**config.mk**
```make
export PLATFORM = sky130hd
export DESIGN_NAME = fracBaudGen
export DESIGN_NICKNAME = d
export VERILOG_FILES = /design/src/rtl/fbg_pkg.sv /design/src/rtl/fbgControl.sv /design/src/rtl/fbgDatapath.sv /design/src/rtl/fracBaudGen.sv
export SDC_FILE = /design/constraint.sdc
export NUM_CORES = 1
export LEC_CHECK = 0
export BUFFER_PORTS_ARGS = -buffer_cell sky130_fd_sc_hd__buf_2
export CAP_MARGIN = 30
export CORE_MARGIN = 8
export CORE_UTILIZATION = 25
export CTS_CLUSTER_SIZE = 16
export DETAILED_ROUTE_END_ITERATION = 7
export PLACE_DENSITY_LB_ADDON = 0.05
export SYNTH_ARGS = -nofsm -noshare
export SYNTH_HDL_FRONTEND = slang
export SYNTH_HIERARCHICAL = 1
export SYNTH_SLANG_ARGS = --single-unit
```
**constraint.sdc**
```tcl
create_clock -name clk -period 3.6 [get_ports clk]
set_input_delay 0.18 -clock clk [delete_from_list [all_inputs] [get_ports clk]]
set_output_delay 0.18 -clock clk [all_outputs]
set_load 0.02 [all_outputs]
```
**src/rtl/fbg_pkg.sv**
```systemverilog
package fbg_pkg;
  typedef struct packed {
    logic loadInt;
    logic loadFrac;
    logic commit;
    logic run;
  } fbgStrobes_t;
endpackage

```
**src/rtl/fbgControl.sv**
```systemverilog
module fbgControl
  import fbg_pkg::*;
(
  input  logic        wrInt,
  input  logic        wrFrac,
  input  logic        wrLineCtl,
  input  logic        enable,
  input  logic        activeZero,
  output fbgStrobes_t strobes
);
  always_comb begin
    strobes.loadInt  = wrInt;
    strobes.loadFrac = wrFrac;
    strobes.commit   = wrLineCtl;
    // A commit restarts the divider, so counting pauses for that clock
    strobes.run      = enable && !activeZero && !wrLineCtl;
  end
endmodule

```
**src/rtl/fbgDatapath.sv**
```systemverilog
module fbgDatapath
  import fbg_pkg::*;
#(
  parameter int INT_W  = 16,
  parameter int FRAC_W = 6
) (
  input  logic             clk,
  input  logic             rstN,
  input  logic [INT_W-1:0] wrData,
  input  fbgStrobes_t      strobes,
  output logic             activeZero,
  output logic             tick
);
  localparam int CNT_W = INT_W + 1;
  localparam int SUM_W = FRAC_W + 1;

  logic [INT_W-1:0]  intShadow, activeInt;
  logic [FRAC_W-1:0] fracShadow, activeFrac, accQ;
  logic [CNT_W-1:0]  cntQ, lastCount;
  logic [SUM_W-1:0]  fracSum;
  logic              stretch, periodEnd, tickQ;

  always_comb begin
    fracSum    = {1'b0, accQ} + {1'b0, activeFrac};
    stretch    = fracSum[FRAC_W];
    lastCount  = CNT_W'(activeInt) + CNT_W'(stretch) - CNT_W'(1);
    periodEnd  = (cntQ == lastCount);
    activeZero = (activeInt == '0);
  end

  // Holding and active divisor registers
  always_ff @(posedge clk or negedge rstN) begin
    if (!rstN) begin
      intShadow  <= '0;
      fracShadow <= '0;
      activeInt  <= '0;
      activeFrac <= '0;
    end else begin
      if (strobes.commit) begin
        activeInt  <= intShadow;
        activeFrac <= fracShadow;
      end
      if (strobes.loadInt)  intShadow  <= wrData;
      if (strobes.loadFrac) fracShadow <= wrData[FRAC_W-1:0];
    end
  end

  // Period counter, fractional accumulator, tick
  always_ff @(posedge clk or negedge rstN) begin
    if (!rstN) begin
      cntQ  <= '0;
      accQ  <= '0;
      tickQ <= 1'b0;
    end else if (strobes.run) begin
      if (periodEnd) begin
        cntQ  <= '0;
        accQ  <= fracSum[FRAC_W-1:0];
        tickQ <= 1'b1;
      end else begin
        cntQ  <= cntQ + CNT_W'(1);
        tickQ <= 1'b0;
      end
    end else begin
      cntQ  <= '0;
      accQ  <= '0;
      tickQ <= 1'b0;
    end
  end

  assign tick = tickQ;

  p_commit_only_r2: assert property (@(posedge clk) disable iff (!rstN)
    !strobes.commit |=> ($stable(activeInt) && $stable(activeFrac)));

  p_zero_silent_r6: assert property (@(posedge clk) disable iff (!rstN)
    activeZero |=> !tickQ);

  p_acc_step_r7: assert property (@(posedge clk) disable iff (!rstN)
    tickQ |-> (accQ == FRAC_W'($past(accQ) + $past(activeFrac))));

  p_single_pulse_r9: assert property (@(posedge clk) disable iff (!rstN)
    (tickQ && activeInt > INT_W'(1)) |=> !tickQ);
endmodule

```
**src/rtl/fracBaudGen.sv**
```systemverilog
module fracBaudGen
  import fbg_pkg::*;
#(
  parameter int INT_W  = 16,
  parameter int FRAC_W = 6
) (
  input  logic             clk,
  input  logic             rstN,
  input  logic             enable,
  input  logic             wrInt,
  input  logic             wrFrac,
  input  logic             wrLineCtl,
  input  logic [INT_W-1:0] wrData,
  output logic             tick
);
  fbgStrobes_t strobes;
  logic        activeZero;

  fbgControl u_control (
    .wrInt      (wrInt),
    .wrFrac     (wrFrac),
    .wrLineCtl  (wrLineCtl),
    .enable     (enable),
    .activeZero (activeZero),
    .strobes    (strobes)
  );

  fbgDatapath #(.INT_W(INT_W), .FRAC_W(FRAC_W)) u_datapath (
    .clk        (clk),
    .rstN       (rstN),
    .wrData     (wrData),
    .strobes    (strobes),
    .activeZero (activeZero),
    .tick       (tick)
  );

  p_off_quiet_r5: assert property (@(posedge clk) disable iff (!rstN)
    !enable |=> !tick);

  p_commit_restart_r4: assert property (@(posedge clk) disable iff (!rstN)
    wrLineCtl |=> !tick);
endmodule

```
==> metrics.md <==
| Metric | Value |
|---|---|
| Fillcell total | ~1.4k |
| Remaining Overflow, GRT | 0 |
| R2R Path Start | u_datapath/activeFrac[0] |
| Crit path capture type | flip-flop |
| Max VDD drop | between 0.0003 and 0.0004 V |
| Outcome | finished with violations |
| Worst R2R Setup Slack | -330 ps |
| H-tree Lvls | 3 |
| Die H | 136 um |
| Vias in the first global route | 2469 |
| Max transition margin | a little under 40% |
| Min Hold Slack | -26.2 ps |
| Post-synthesis cell count | around 320 |
| Vias/cell | 4.54 |
| Area of the multi-input gates | between 0.0015 and 0.002 mm2 |
| # Max-Cap Violations | 0 |
| Violated checks | hold timing, setup timing |
| Dpl ws | -341 ps |
| Slowest stage delay, CP | 560 ps |
| First-pass GRT wire length | about 14 mm |
| Drt pass-1 iters | 4 |
| Setup CP Type | reg -> reg |
| P_leak | 1.83 nW |
| CTS buffer count | 9 |
| CTS Sinks | between 60 and 70 |
| Starting Density | approximately 26% |
| CTS Buffer Depth | 2 |
| Post-CTS Hold Buffers | 0 |
| Die ar. | 0.0184 mm2 |
| PwrDens | around 500 mW/mm2 |
| DP Area | approximately 0.0040 mm2 |
| Initial antenna violation count | 0 |
| Reg2reg path depth | 16 |
| Register area share after synthesis | between 40% and 50% |
| Yosys reg bits | between 60 and 70 |
| Tot GR Track Use | 9.79% |
| Top Ports | 23 |
| Worst-path maximum fanout | 6 |
| Largest net degree at the start of global routing | between 60 and 70 |
| Period utilization | 109% |
| Final setup viols | 24 |
| CTS root buffer | clkbuf_16 |
| Worst setup path start | u_datapath/activeFrac[0] |
| Synth Flop Type | dfrtp_1 |
| Worst-path cell chain | ha_2 -> fa_2 -> a21oi_2 -> o21bai_2 -> a21o_1 -> a21oi_2 -> ha_2 -> ha_4 -> or4b_4 -> nor4_4 -> xnor2_1 -> or4_4 -> nor4_4 -> buf_4 -> clkbuf_16 -> nor3_1 |
| Register area | about 0.0017 mm2 |
| IO Port Bufs | 22 |
| Synthesized net count | 348 |
| HPWL Detailed | 5.82 mm |
| CTS tree | built |
| Delay-heaviest family, CP | simple AND/OR/NAND/NOR gates |
| Total Routed Length | roughly 8.4 mm |
| Avg WL per Cell | 15.6 um |
| Final WS setup | -326 ps |
| Final Hold Fails | 38 |
| FFs w/ async S/R, synth | 100% |
| Netlist Area Pre-Place | 0.00357 mm2 |
| Synth unique cells | 48 |
| Crit path required time | between 3000 and 4000 ps |
| Placer congestion estimate | roughly 0.7 |
| Number of remaining DRC errors | 0 |
| Worst path slowest cell | or4_4 |
| Slew @ Worst Pin | a little over 900 ps |
| Synthesized area per cell | ~11 um2 |
| Kind of start point of the critical path | flip-flop |
| Worst min path class | in -> async |
| Die width | approximately 140 um |
| Clock skew | about 8.5 ps |
| CP Capture Point | u_datapath/cntQ[8] |
| Row count | 43 |
| N_diodes | 0 |
| Period minus WS final | 3930 ps |
| Final ANT Viol Nets | 0 |
| Core Region | 0.0139 mm2 |
| Arrival time at the worst endpoint | a little over 4000 ps |
| Synthesis Warnings | 6 |
| Fmax | ~0.25 GHz |
| Clk_lat worst skew | approximately 340 ps |
| Final Cell Area | approximately 0.0044 mm2 |
| 1st-iter DRT viols | between 100 and 150 |
| Number of synthesized flops with an enable pin | 0 |
| P&R area growth vs syn | 23.5% |
| Final Slew Violations | 0 |
| R2R Path End | u_datapath/cntQ[8] |
| Share of cells above drive strength 1 | 33.5% |
| Total number of cells along the worst setup path | 16 |
| Clock-pin slew on the worst setup and hold paths | 60 ps |
| CP bufs+invs | 2 |
| Nets@finish | 382 |
| DR vias | 2427 |
| RSZ-0062 raised after global routing | yes |
-- layer usage --
metal | up-vias | routed length [um] | track usage [%]
li1 | 1199 | - | -
met1 | 1181 | 4500 | 14.0
met2 | 32 | 3460 | 13.1
met3 | 15 | 172 | 2.00
met4 | 0 | 234 | 5.98
met5 | - | 0 | 0
-- kinds of logic (layout without fill, tap and decap cells) --
kind of cell    count (synthesis)  in the layout  synth area share [%]
fa+ha+maj                      10             10                  3.71
mux                            44             44                  13.7
xor+xnor                       37             37                  9.07
compound gates                 32             32                  5.81
simple gates                   98             98                  16.4
buf+inv                        27             66                  3.68
flops                          68             68                  47.6
-- placed cells by master, fill, tap and decap left out, types with 3 or more instances in the layout --
| master | n |
|---|---|
| a21oi_1 | 4 |
| buf_2 | 21 |
| buf_4 | 18 |
| bufinv_16 | 3 |
| clkbuf_16 | 10 |
| dfrtp_1 | 68 |
| ha_1 | 6 |
| inv_1 | 7 |
| mux2_2 | 39 |
| mux2i_1 | 5 |
| nand2_1 | 23 |
| nand3_1 | 8 |
| nand3b_1 | 3 |
| nand4_1 | 6 |
| nor2_1 | 7 |
| nor3_1 | 16 |
| nor4_1 | 3 |
| o21ai_0 | 11 |
| or3_1 | 3 |
| or4_4 | 3 |
| xnor2_1 | 17 |
| xor2_1 | 20 |
-- repair_timing --
item / in CTS / in global routing
setup buffers: 2 / 1
gates resized for setup: 2 / 3
endpoints found under the setup margin: 24 / 24
cloned: 0 / 2
pin swaps: 1 / 0
-- report_power, final --
group	switching, W	internal [W]
Clock	0.000352	0.000681
Sequential	0.0000681	0.000826
Combinational	0.000124	0.000138
-- state kept, by name, indices dropped and copies added (netlist names) --
| signal | flops |
|---|---|
| u_datapath/cntQ | 17 |
| u_datapath/activeFrac | 6 |
| u_datapath/activeInt | 16 |
| u_datapath/accQ | 6 |
| u_datapath/tick | 1 |
| u_datapath/intShadow | 16 |
| u_datapath/fracShadow | 6 |
-- layout make-up --
cell class                 instances  share of cell area (%)
clock buffer                       9                    5.10
clock inverter                     7                    2.81
inverter                           8                   0.681
multi-input combinational        221                    41.0
sequential                        68                    38.6
tap                              180                    5.10
timing repair buffer              42                    6.72
-- Yosys cell counts, drive strengths merged (3+ instances only) --
cell / count / share of area [%]
dfrtp: 68 / 48
mux2: 39 / 12
nand2: 23 / 2.4
xor2: 20 / 4.9
nor3: 18 / 2.5
xnor2: 17 / 4.2
clkbuf: 13 / 1.4
o21ai: 11 / 1.5
ha: 9 / 3.2
nand3: 8 / 1.1
inv: 7 / 0.74
nor2: 7 / 0.74
nor4: 7 / 2.1
a21oi: 6 / 0.84
buf: 6 / 1.5
nand4: 6 / 1.1
mux2i: 5 / 1.4
or4: 5 / 1.4
nor3b: 4 / 0.98
nand3b: 3 / 0.63
or3: 3 / 0.53
or4b: 3 / 0.84
-- worst min path at each step --
stage / from / slack (ps) / cells after the start / endpoint
5_1_grt: rstN / 60 / 1 / u_datapath/cntQ[13]
2_1_floorplan: rstN / -120 / 0 / u_datapath/accQ[0]
4_1_cts: rstN / 20 / 1 / u_datapath/cntQ[13]
3_3_place_gp: rstN / 380 / 1 / u_datapath/cntQ[11]
3_5_place_dp: rstN / 380 / 1 / u_datapath/cntQ[13]
6_report: rstN / -30 / 1 / u_datapath/cntQ[13]
-- through the flow --
| step | util, % | total power [W] | TNS (ps) | cells |
|---|---|---|---|---|
| after detailed placement | 28.5 | 0.00117 | -6440 | 514 |
| after CTS | 31.2 | 0.00223 | -6680 | 532 |
| after floorplan | - | 0.00107 | -2350 | 316 |
| final | 31.7 | 0.00219 | -6180 | 535 |
| after global routing | 31.7 | 0.00230 | -11170 | 535 |
| after global placement | 28.5 | 0.00117 | -6340 | 514 |
Note: power is estimated with default switching activity, not from simulation.
